## config.mk

```make
export PLATFORM = sky130hd
export DESIGN_NAME = dbuf_uart_tx
export DESIGN_NICKNAME = d
export VERILOG_FILES = /design/src/rtl/dbuf_uart_pkg.sv /design/src/rtl/dbt_hold.sv /design/src/rtl/dbt_shift.sv /design/src/rtl/dbt_brk.sv /design/src/rtl/dbuf_uart_tx.sv
export SDC_FILE = /design/constraint.sdc
export NUM_CORES = 1
export LEC_CHECK = 0
export BUFFER_PORTS_ARGS = -buffer_cell sky130_fd_sc_hd__buf_2
export CORE_MARGIN = 4
export CORE_UTILIZATION = 55
export DETAILED_ROUTE_END_ITERATION = 12
export HOLD_SLACK_MARGIN = 0.06
export PLACE_DENSITY = 0.77
export RECOVER_POWER = 100
export SLEW_MARGIN = 5
export SYNTH_ARGS = -nofsm -noshare
export SYNTH_HDL_FRONTEND = slang
export SYNTH_HIERARCHICAL = 1
export SYNTH_SLANG_ARGS = --single-unit
```

## constraint.sdc

```tcl
create_clock -name clk -period 3.5 [get_ports clk]
set_input_delay 0 -clock clk [delete_from_list [all_inputs] [get_ports clk]]
set_output_delay 0 -clock clk [all_outputs]
set_load 0.005 [all_outputs]
```

## src/rtl/dbuf_uart_pkg.sv

```systemverilog
package dbuf_uart_pkg;

    typedef enum logic [2:0] {
        ST_IDLE  = 3'd0,
        ST_START = 3'd1,
        ST_DATA  = 3'd2,
        ST_NINTH = 3'd3,
        ST_STOP  = 3'd4
    } tx_state_e;

    localparam logic [1:0] MODE_SHIFT  = 2'b00;
    localparam logic [1:0] MODE_ASYNC8 = 2'b01;

    localparam int DEF_DATA_W    = 8;
    localparam int DEF_BREAK_LEN = 11;

endpackage

```

## src/rtl/dbt_hold.sv

```systemverilog
module dbt_hold #(
    parameter int DW = 8
) (
    input  logic          clk,
    input  logic          rst_n,
    input  logic          wr_stb,
    input  logic [DW-1:0] wr_data,
    input  logic          ninth_in,
    input  logic          dbuf_on,
    input  logic          busy,
    input  logic          take,
    input  logic          ovr_clr,
    output logic          full,
    output logic [DW-1:0] data,
    output logic          ninth,
    output logic          ovr
);

    typedef struct packed {
        logic [DW-1:0] data;
        logic          ninth;
        logic          full;
        logic          ovr;
    } hold_s;

    hold_s h_d, h_q;
    logic  room;

    always_comb begin
        h_d  = h_q;
        // buffered: a slot exists if empty or being drained this cycle
        room = dbuf_on ? (!h_q.full || take) : (!h_q.full && !busy);
        if (wr_stb && room) begin
            h_d.data  = wr_data;
            h_d.ninth = ninth_in;
            h_d.full  = 1'b1;
        end else if (take) begin
            h_d.full = 1'b0;
        end
        if (wr_stb && !room) begin
            h_d.ovr = 1'b1;
        end else if (ovr_clr) begin
            h_d.ovr = 1'b0;
        end
    end

    always_ff @(posedge clk) begin
        if (!rst_n) begin
            h_q <= '0;
        end else begin
            h_q <= h_d;
        end
    end

    assign full  = h_q.full;
    assign data  = h_q.data;
    assign ninth = h_q.ninth;
    assign ovr   = h_q.ovr;

    // buffered write into a full, undrained slot is refused and flagged
    p_full_write_flags_r8: assert property (@(posedge clk) disable iff (!rst_n)
        (wr_stb && h_q.full && !take && dbuf_on) |=> h_q.ovr);

    // a write to an empty register while the shifter is idle is kept
    p_idle_write_kept_r8: assert property (@(posedge clk) disable iff (!rst_n)
        (wr_stb && !h_q.full && !busy) |=> h_q.full);

endmodule

```

## src/rtl/dbt_shift.sv

```systemverilog
module dbt_shift
    import dbuf_uart_pkg::*;
#(
    parameter int DW = 8
) (
    input  logic          clk,
    input  logic          rst_n,
    input  logic          tick,
    input  logic          hold_full,
    input  logic [DW-1:0] hold_data,
    input  logic          hold_ninth,
    input  logic          ninth_live,
    input  logic          nine_mode,
    input  logic          dbuf_on,
    output logic          take,
    output logic          busy,
    output logic          stop_entry,
    output logic          txd
);

    localparam int IDXW = (DW > 1) ? $clog2(DW) : 1;
    localparam logic [IDXW-1:0] LAST_IDX = IDXW'(DW - 1);

    typedef struct packed {
        tx_state_e     st;
        logic [DW-1:0] sh;
        logic          nin;
        logic [IDXW-1:0] idx;
        logic          txd;
    } shift_s;

    shift_s s_d, s_q;

    always_comb begin
        s_d        = s_q;
        take       = 1'b0;
        stop_entry = 1'b0;
        if (tick) begin
            unique case (s_q.st)
                ST_IDLE: begin
                    if (hold_full) begin
                        take    = 1'b1;
                        s_d.st  = ST_START;
                        s_d.sh  = hold_data;
                        s_d.nin = hold_ninth;
                        s_d.txd = 1'b0;
                    end
                end
                ST_START: begin
                    s_d.st  = ST_DATA;
                    s_d.idx = '0;
                    s_d.txd = s_q.sh[0];
                    s_d.sh  = s_q.sh >> 1;
                end
                ST_DATA: begin
                    if (s_q.idx != LAST_IDX) begin
                        s_d.idx = s_q.idx + 1'b1;
                        s_d.txd = s_q.sh[0];
                        s_d.sh  = s_q.sh >> 1;
                    end else if (nine_mode) begin
                        s_d.st  = ST_NINTH;
                        s_d.txd = dbuf_on ? s_q.nin : ninth_live;
                    end else begin
                        s_d.st     = ST_STOP;
                        s_d.txd    = 1'b1;
                        stop_entry = 1'b1;
                    end
                end
                ST_NINTH: begin
                    s_d.st     = ST_STOP;
                    s_d.txd    = 1'b1;
                    stop_entry = 1'b1;
                end
                ST_STOP: begin
                    if (hold_full) begin
                        take    = 1'b1;
                        s_d.st  = ST_START;
                        s_d.sh  = hold_data;
                        s_d.nin = hold_ninth;
                        s_d.txd = 1'b0;
                    end else begin
                        s_d.st  = ST_IDLE;
                        s_d.txd = 1'b1;
                    end
                end
                default: begin
                    s_d.st  = ST_IDLE;
                    s_d.txd = 1'b1;
                end
            endcase
        end
    end

    always_ff @(posedge clk) begin
        if (!rst_n) begin
            s_q     <= '0;
            s_q.st  <= ST_IDLE;
            s_q.txd <= 1'b1;
        end else begin
            s_q <= s_d;
        end
    end

    assign busy = (s_q.st != ST_IDLE);
    assign txd  = s_q.txd;

    // the line only moves on a tick edge
    p_line_moves_on_tick_r1: assert property (@(posedge clk) disable iff (!rst_n)
        !$past(tick) |-> $stable(s_q.txd));

    // while idle or in the stop slot the line is high
    p_idle_high_r1: assert property (@(posedge clk) disable iff (!rst_n)
        (s_q.st == ST_IDLE || s_q.st == ST_STOP) |-> s_q.txd);

    // a frame leaves the stop slot straight into a start bit when data waits
    p_back_to_back_r3: assert property (@(posedge clk) disable iff (!rst_n)
        (tick && s_q.st == ST_STOP && hold_full) |=> (s_q.st == ST_START && !s_q.txd));

endmodule

```

## src/rtl/dbt_brk.sv

```systemverilog
module dbt_brk #(
    parameter int BRK_LEN = 11
) (
    input  logic clk,
    input  logic rst_n,
    input  logic tick,
    input  logic rx_line,
    input  logic clr,
    output logic flag
);

    localparam int CW = $clog2(BRK_LEN + 1);
    localparam logic [CW-1:0] FINAL_CNT = CW'(BRK_LEN - 1);
    localparam logic [CW-1:0] SAT_CNT   = CW'(BRK_LEN);

    typedef struct packed {
        logic [CW-1:0] cnt;
        logic          armed;
        logic          flag;
    } brk_s;

    brk_s b_d, b_q;

    always_comb begin
        b_d = b_q;
        if (clr) begin
            b_d.flag = 1'b0;
        end
        if (tick) begin
            if (rx_line) begin
                b_d.cnt   = '0;
                b_d.armed = 1'b1;
            end else begin
                if (b_q.cnt != SAT_CNT) begin
                    b_d.cnt = b_q.cnt + 1'b1;
                end
                if (b_q.cnt == FINAL_CNT && b_q.armed) begin
                    b_d.flag  = 1'b1;
                    b_d.armed = 1'b0;
                end
            end
        end
    end

    always_ff @(posedge clk) begin
        if (!rst_n) begin
            b_q       <= '0;
            b_q.armed <= 1'b1;
        end else begin
            b_q <= b_d;
        end
    end

    assign flag = b_q.flag;

    // the flag only rises on a tick that sampled the line low
    p_brk_rise_on_low_r10: assert property (@(posedge clk) disable iff (!rst_n)
        $rose(b_q.flag) |-> $past(tick && !rx_line));

    // a clear with the line high always leaves the flag down
    p_brk_clear_r11: assert property (@(posedge clk) disable iff (!rst_n)
        (clr && rx_line) |=> !b_q.flag);

endmodule

```

## src/rtl/dbuf_uart_tx.sv

```systemverilog
module dbuf_uart_tx
    import dbuf_uart_pkg::*;
#(
    parameter int DATA_W    = DEF_DATA_W,
    parameter int BREAK_LEN = DEF_BREAK_LEN
) (
    input  logic              clk,
    input  logic              rst_n,
    input  logic              baud_tick,
    input  logic [1:0]        mode_sel,
    input  logic              dbuf_en,
    input  logic              wr_stb,
    input  logic [DATA_W-1:0] wr_data,
    input  logic              bit9_in,
    input  logic              irq_clr,
    input  logic              ovr_clr,
    input  logic              brk_clr,
    input  logic              rx_line,
    output logic              txd,
    output logic              tx_irq,
    output logic              tx_ovr,
    output logic              brk_flag
);

    typedef struct packed {
        logic irq;
    } top_s;

    top_s t_d, t_q;

    logic              dbuf_eff;
    logic              nine_mode;
    logic              take;
    logic              busy;
    logic              stop_entry;
    logic              hold_full;
    logic [DATA_W-1:0] hold_data;
    logic              hold_ninth;
    logic              irq_set;

    assign dbuf_eff  = dbuf_en && (mode_sel != MODE_SHIFT);
    assign nine_mode = mode_sel[1];

    dbt_hold #(.DW(DATA_W)) u_hold (
        .clk      (clk),
        .rst_n    (rst_n),
        .wr_stb   (wr_stb),
        .wr_data  (wr_data),
        .ninth_in (bit9_in),
        .dbuf_on  (dbuf_eff),
        .busy     (busy),
        .take     (take),
        .ovr_clr  (ovr_clr),
        .full     (hold_full),
        .data     (hold_data),
        .ninth    (hold_ninth),
        .ovr      (tx_ovr)
    );

    dbt_shift #(.DW(DATA_W)) u_shift (
        .clk        (clk),
        .rst_n      (rst_n),
        .tick       (baud_tick),
        .hold_full  (hold_full),
        .hold_data  (hold_data),
        .hold_ninth (hold_ninth),
        .ninth_live (bit9_in),
        .nine_mode  (nine_mode),
        .dbuf_on    (dbuf_eff),
        .take       (take),
        .busy       (busy),
        .stop_entry (stop_entry),
        .txd        (txd)
    );

    dbt_brk #(.BRK_LEN(BREAK_LEN)) u_brk (
        .clk     (clk),
        .rst_n   (rst_n),
        .tick    (baud_tick),
        .rx_line (rx_line),
        .clr     (brk_clr),
        .flag    (brk_flag)
    );

    always_comb begin
        t_d     = t_q;
        irq_set = dbuf_eff ? take : stop_entry;
        if (irq_set) begin
            t_d.irq = 1'b1;
        end else if (irq_clr) begin
            t_d.irq = 1'b0;
        end
    end

    always_ff @(posedge clk) begin
        if (!rst_n) begin
            t_q <= '0;
        end else begin
            t_q <= t_d;
        end
    end

    assign tx_irq = t_q.irq;

    // buffered mode signals as soon as the holding slot drains
    p_irq_on_drain_r4: assert property (@(posedge clk) disable iff (!rst_n)
        (take && dbuf_eff) |=> tx_irq);

    // single-buffered mode signals when the stop bit begins
    p_irq_on_stop_r7: assert property (@(posedge clk) disable iff (!rst_n)
        (stop_entry && !dbuf_eff) |=> (tx_irq && txd));

    // shift-mode selection refuses a write while a frame is out
    p_shift_mode_single_r9: assert property (@(posedge clk) disable iff (!rst_n)
        (mode_sel == MODE_SHIFT && busy && wr_stb) |=> tx_ovr);

endmodule

```

Word level (Yosys, flattened, before mapping)
Index checks and enable logic that the tools add are counted.
W data, S select, Z words.
{"block": "totals", "inputBits": 20, "reg_bits": 34, "wordCells": 92, "out_inout_bits": 4}
{"block": "classes", "reduce_logical": 28, "n_eq_ne": 11, "n_addsub": 2, "mux": 38}
{"cell": "$pmux W8 S4", "count": 1}
{"cell": "$mux W1", "count": 23}
{"cell": "$reduce_bool A2 Y1", "count": 8}
{"cell": "$pmux W3 S5", "count": 1}
{"cell": "$mux W12", "count": 1}
{"cell": "$mux W3", "count": 3}
{"cell": "$mux W9", "count": 1}
{"cell": "$mux W8", "count": 1}
{"cell": "$eq A3 B2 Y1 const B", "count": 2}
{"cell": "$ne A2 B2 Y1 const B", "count": 3}
{"cell": "$pmux W3 S2", "count": 1}
{"cell": "$reduce_and A2 Y1", "count": 3}
{"cell": "$reduce_and A3 Y1", "count": 2}
{"cell": "$logic_and A1 B1 Y1", "count": 5}
{"cell": "$mux W5", "count": 1}
{"cell": "$reduce_and A5 Y1", "count": 1}
{"cell": "$add A4 B1 Y4 const B", "count": 1}
{"cell": "$eq A4 B4 Y1 const B", "count": 1}
{"cell": "$mux W4", "count": 1}
{"cell": "$ne A4 B4 Y1 const B", "count": 1}
{"cell": "$pmux W1 S2", "count": 2}
{"cell": "$pmux W1 S4", "count": 1}
{"cell": "$reduce_and A4 Y1", "count": 1}
{"cell": "$reduce_bool A4 Y1", "count": 1}
{"cell": "11 further kinds", "count": 13}

Longest topological paths before layout
{"block": "depth", "ltp_word": 9, "mapped_depth": 7, "depth_no_buf": 6}

By module
The synthesis kept the hierarchy.
{"module": "dbt_shift", "n_inst": 1, "area_per_inst_um2": 999.7, "cells_per_inst": 104, "seq_area_each_um2": 320.3}
{"module": "dbt_hold", "n_inst": 1, "area_per_inst_um2": 459.2, "cells_per_inst": 49, "seq_area_each_um2": 220.2}
{"module": "dbt_brk", "n_inst": 1, "area_per_inst_um2": 301.5, "cells_per_inst": 34, "seq_area_each_um2": 120.1}
{"module": "dbuf_uart_tx", "n_inst": 1, "area_per_inst_um2": 52.6, "cells_per_inst": 5, "seq_area_each_um2": 20.0}

Least setup slack after synthesis
Ideal clock, no wire load.
{"block": "synth_path", "path_kind": "register to register", "startpoint": "reg u_shift/s_q[13] (netlist bit)", "endpoint": "reg u_hold.h_q, in the netlist u_hold/data[0]", "arrival_ns": 1.614, "setup_time_ns": 0.072, "stages_incl_launch_ff": 8, "synth_period_minus_slack_ns": 1.685, "required_time_ns": 3.428, "path_slack_ns": 1.815, "path_buffers": 3, "path_cell_list": "dfxtp_1 -> buf_6 -> buf_2 -> nor3_1 -> a21boi_2 -> nor3b_2 -> buf_6 -> mux2i_1"}
{"block": "synth_via", "elab_chain_len": 7, "word_cells_on_any_way": 11, "classes_between": "1 x eq/ne; 3 x mux; 7 x reduce/logical"}
{"element": "start, declared", "line": "dbt_shift.sv:32", "rtl": "shift_s s_d, s_q;"}
{"element": "$eq A3 B3 Y1 / $logic_not A3 Y1 (equally long branches)", "line": "dbt_shift.sv:39", "rtl": "unique case (s_q.st)"}
{"element": "$reduce_or A2 Y1 (no line) (*)"}
{"element": "$mux W1 (*)"}
{"element": "$mux W1 (*)", "line": "dbt_shift.sv:38", "rtl": "if (tick) begin"}
{"element": "named net take", "line": "dbuf_uart_tx.sv:33", "rtl": "logic take;"}
{"element": "$logic_or A1 B1 Y1 (*)", "line": "dbt_hold.sv:32", "rtl": "room = dbuf_on ? (!h_q.full || take) : (!h_q.full && !busy);"}
{"element": "$mux W1 (*)", "line": "dbt_hold.sv:32"}
{"element": "$logic_and A1 B1 Y1 (*)", "line": "dbt_hold.sv:33", "rtl": "if (wr_stb && room) begin"}
{"element": "end signal, assigned", "line": "dbt_hold.sv:49", "rtl": "h_q <= '0;"}
{"element": "end signal, assigned", "line": "dbt_hold.sv:51", "rtl": "h_q <= h_d;"}
{"element": "end, declared", "line": "dbt_hold.sv:26", "rtl": "hold_s h_d, h_q;"}
The timed path passes the listed nets; every way through them passes the cells marked *.
A chain may end at the register's enable or synchronous reset.

Worst setup path after layout
{"block": "layout_path", "startpoint": "reg u_shift/s_q[14] (netlist bit)", "endpoint": "reg u_shift/s_q[10] (netlist bit)"}
{"block": "layout_via", "elab_chain_len": 3, "word_cells_on_any_way": 10, "classes_between": "6 x eq/ne; 1 x mux; 3 x reduce/logical"}
{"element": "$eq A3 B1 Y1, or another cell as far along", "line": "dbt_shift.sv:39"}
{"element": "$reduce_bool A4 Y1 (no line), or another cell as far along"}
{"element": "$reduce_and A5 Y1 (no line)"}
Several ways; a longest one is shown, not always the timed one.

==> metrics <==
status finished clean; FILL cells 281; largest net degree at the start of global routing 41; die area 4280 um^2; DR iter-0 viols 142; Crit-path slowest cell nor3b_1; IO buf count 23; Max-Cap Viols 0; die height 65.4 um; top cell type's share of synthesized area 0.375; top cells by area, synth dfxtp_1 (38%), mux2i_1 (12%), nand2_1 (5.6%); TritonCTS clock tree done; Post-synth EDFFs 0; Mapped Area 1810 um^2; IO Count 24; DR vias/cell 5.49; CP max stage delay 0.59 ns; Die W 65.4 um; routed wire length 3750 um; Pre-Repair DR Iteration Count 4; Worst Skew 0.000767 ns; Slew headroom 0.369; Yosys warning count 6; most frequent cell after synthesis dfxtp_1; worst setup path class flop to flop; dominant cell type by area after synthesis dfxtp_1; CTS root buf clkbuf_4; CTS sink cnt 34; placement row count 20; Netlist cell types 48; initial antenna violation count 0; Final Cycle Share 0.686; Overall Global Routing Usage 0.200; core area 3100 um^2; crit path max fanout 13; Tot Pwr 881 uW; Post-CTS Setup Bufs 0; number of global-route vias before repair 1,407; grt ovf 0; Synth Instances 192; first-pass GRT wire length 6600 um; DP HPWL 2640 um; worst vdd ir 0.000266 V; H-tree depth 2; Period minus WS final 2.40 ns; max frequency 417 MHz; slew at the pin with the worst max-slew slack 0.942 ns; final hold violations 0; Async SR Flop Fraction 0; layout cells sized above 1 0.191; PostCTS Resize Cnt 0; Bufs and invs on worst path 0; dpl cells 248; clock buffer depth 2; pwr dens 421 nW/um^2; Mapped Avg Cell Area 9.44 um^2; crit end category flop; RePlAce Congestion 0.765; starting density of the core 0.584; RSZ-0062 raised after global routing no; delay-heaviest family, CP simple AND/OR/NAND/NOR gates; Setup TNS 0 ns; via count 1,476; Slew Viols, Final 0; crit path setup slack, layout 1.10 ns; Final ANT Viol Nets 0; CP arrival 2.60 ns; Reg clk slew, reported paths 0.10 ns; CTS Buf Count 5; Worst setup SP type flop; sequential area share after synthesis 0.375; FF+latch count, synth 34; final setup fails 0; worst path required time 3.70 ns; fin cells 269; dpl ws 1.18 ns; WL/cell 13.9 um; clock latency at the later pin of the worst-skew pair 0.33 ns; Layout Nets 249; Post-synth top flop dfxtp_1; Area Growth Syn to Fin 15.5%; most instantiated cells after synthesis dfxtp_1 (34), nand2_1 (27), mux2i_1 (22); n_diodes 0; DRC errors left 0; CP Cell Sequence nor3b_1 -> and3b_1 -> or2_0 -> a21oi_2; Leak 0.866 nW; syn_nets 216; worst hold path class input port to flop
[worst reg2reg max path, delay by kind of cell (launching register included)]
| family | cells | cell delay [ns] |
|---|---|---|
| AND/OR/NAND/NOR | 3 | 1.60 |
| flip-flops | 1 | 0.58 |
| AO/OA/AOI/OAI | 1 | 0.10 |
[state kept, by name (all words and copies together), names as in the netlist]
name          cells
u_brk/flag        1
u_hold/full       1
u_hold/data       8
u_shift/txd       1
u_brk/b_q         5
u_hold/ovr        1
tx_irq            1
u_shift/s_q      15
u_hold/ninth      1
[timing repair]
| action | 4_1_cts | 5_1_grt |
|---|---|---|
| hold buffers | 14 | 0 |
| hold endpoints to repair | 16 | 0 |
| endpoints found under the setup margin | 0 | 0 |
[cell usage in the layout (no fill, tap or decap), drive strengths merged, types with 5 or more instances in the layout]
cell / netlist / layout
a21oi: 13 / 13
buf: 8 / 23
clkbuf: 3 / 6
dfxtp: 34 / 34
dlygate4sd3: 0 / 14
inv: 6 / 6
mux2i: 22 / 22
nand2: 27 / 27
nand2b: 8 / 8
nor2: 7 / 7
nor2b: 6 / 6
o21a: 5 / 5
o31ai: 8 / 8
[report_power, final]
group          switching, mW  internal [mW]
logic                 0.0779         0.0740
registers             0.0244          0.414
clock network          0.124          0.166
[path summary, 6_finish.rpt]
path / slack (ns) / endpoint / startpoint / cells past startpoint
setup / recovery: 1.10 / u_shift/s_q[10]$_SDFFE_PN0P_ / u_shift/s_q[14]$_SDFFE_PN0P_ / 4
hold / removal: 0.09 / u_brk/b_q[1]$_SDFFE_PN1P_ / baud_tick / 3
setup reg to reg: 1.10 / u_shift/s_q[10]$_SDFFE_PN0P_ / u_shift/s_q[14]$_SDFFE_PN0P_ / 4
hold reg to reg: 0.47 / u_hold/ninth$_SDFFE_PN0P_ / u_hold/ninth$_SDFFE_PN0P_ / 2
[metrics by stage]
stage | utilization | area (um^2) | hold slack (ns)
after floorplan | - | 1810 | 0.0718
after global placement | 0.614 | 1900 | 0.246
after detailed placement | 0.614 | 1900 | 0.256
after CTS | 0.685 | 2130 | 0.0886
after global routing | 0.675 | 2090 | 0.0950
final | 0.675 | 2090 | 0.0923
[area by class of cell]
cell class | instances | area, um^2 | area share
Tap cell | 44 | 55.1 | 0.0263
Clock buffer | 6 | 51.3 | 0.0245
Multi-Input combinational cell | 141 | 998 | 0.477
Inverter | 6 | 22.5 | 0.0108
Sequential cell | 34 | 681 | 0.325
Timing Repair Buffer | 37 | 255 | 0.122
Clock inverter | 1 | 30.0 | 0.0143
[metal layers]
metal	vias up	part of all wire	global-route usage
met4	0	0.012	0.0751
met2	30	0.51	0.340
met5	-	0	0
met1	694	0.44	0.247
met3	6	0.038	0.0427
li1	746	-	-
[cell families after synthesis]
group           synth area share
xor+xnor                 0.00483
compound gates             0.182
fa+ha+maj                 0.0276
simple gates               0.219
flops                      0.375
buf+inv                   0.0559
mux                        0.136
Power figures use the tool's default switching activity.
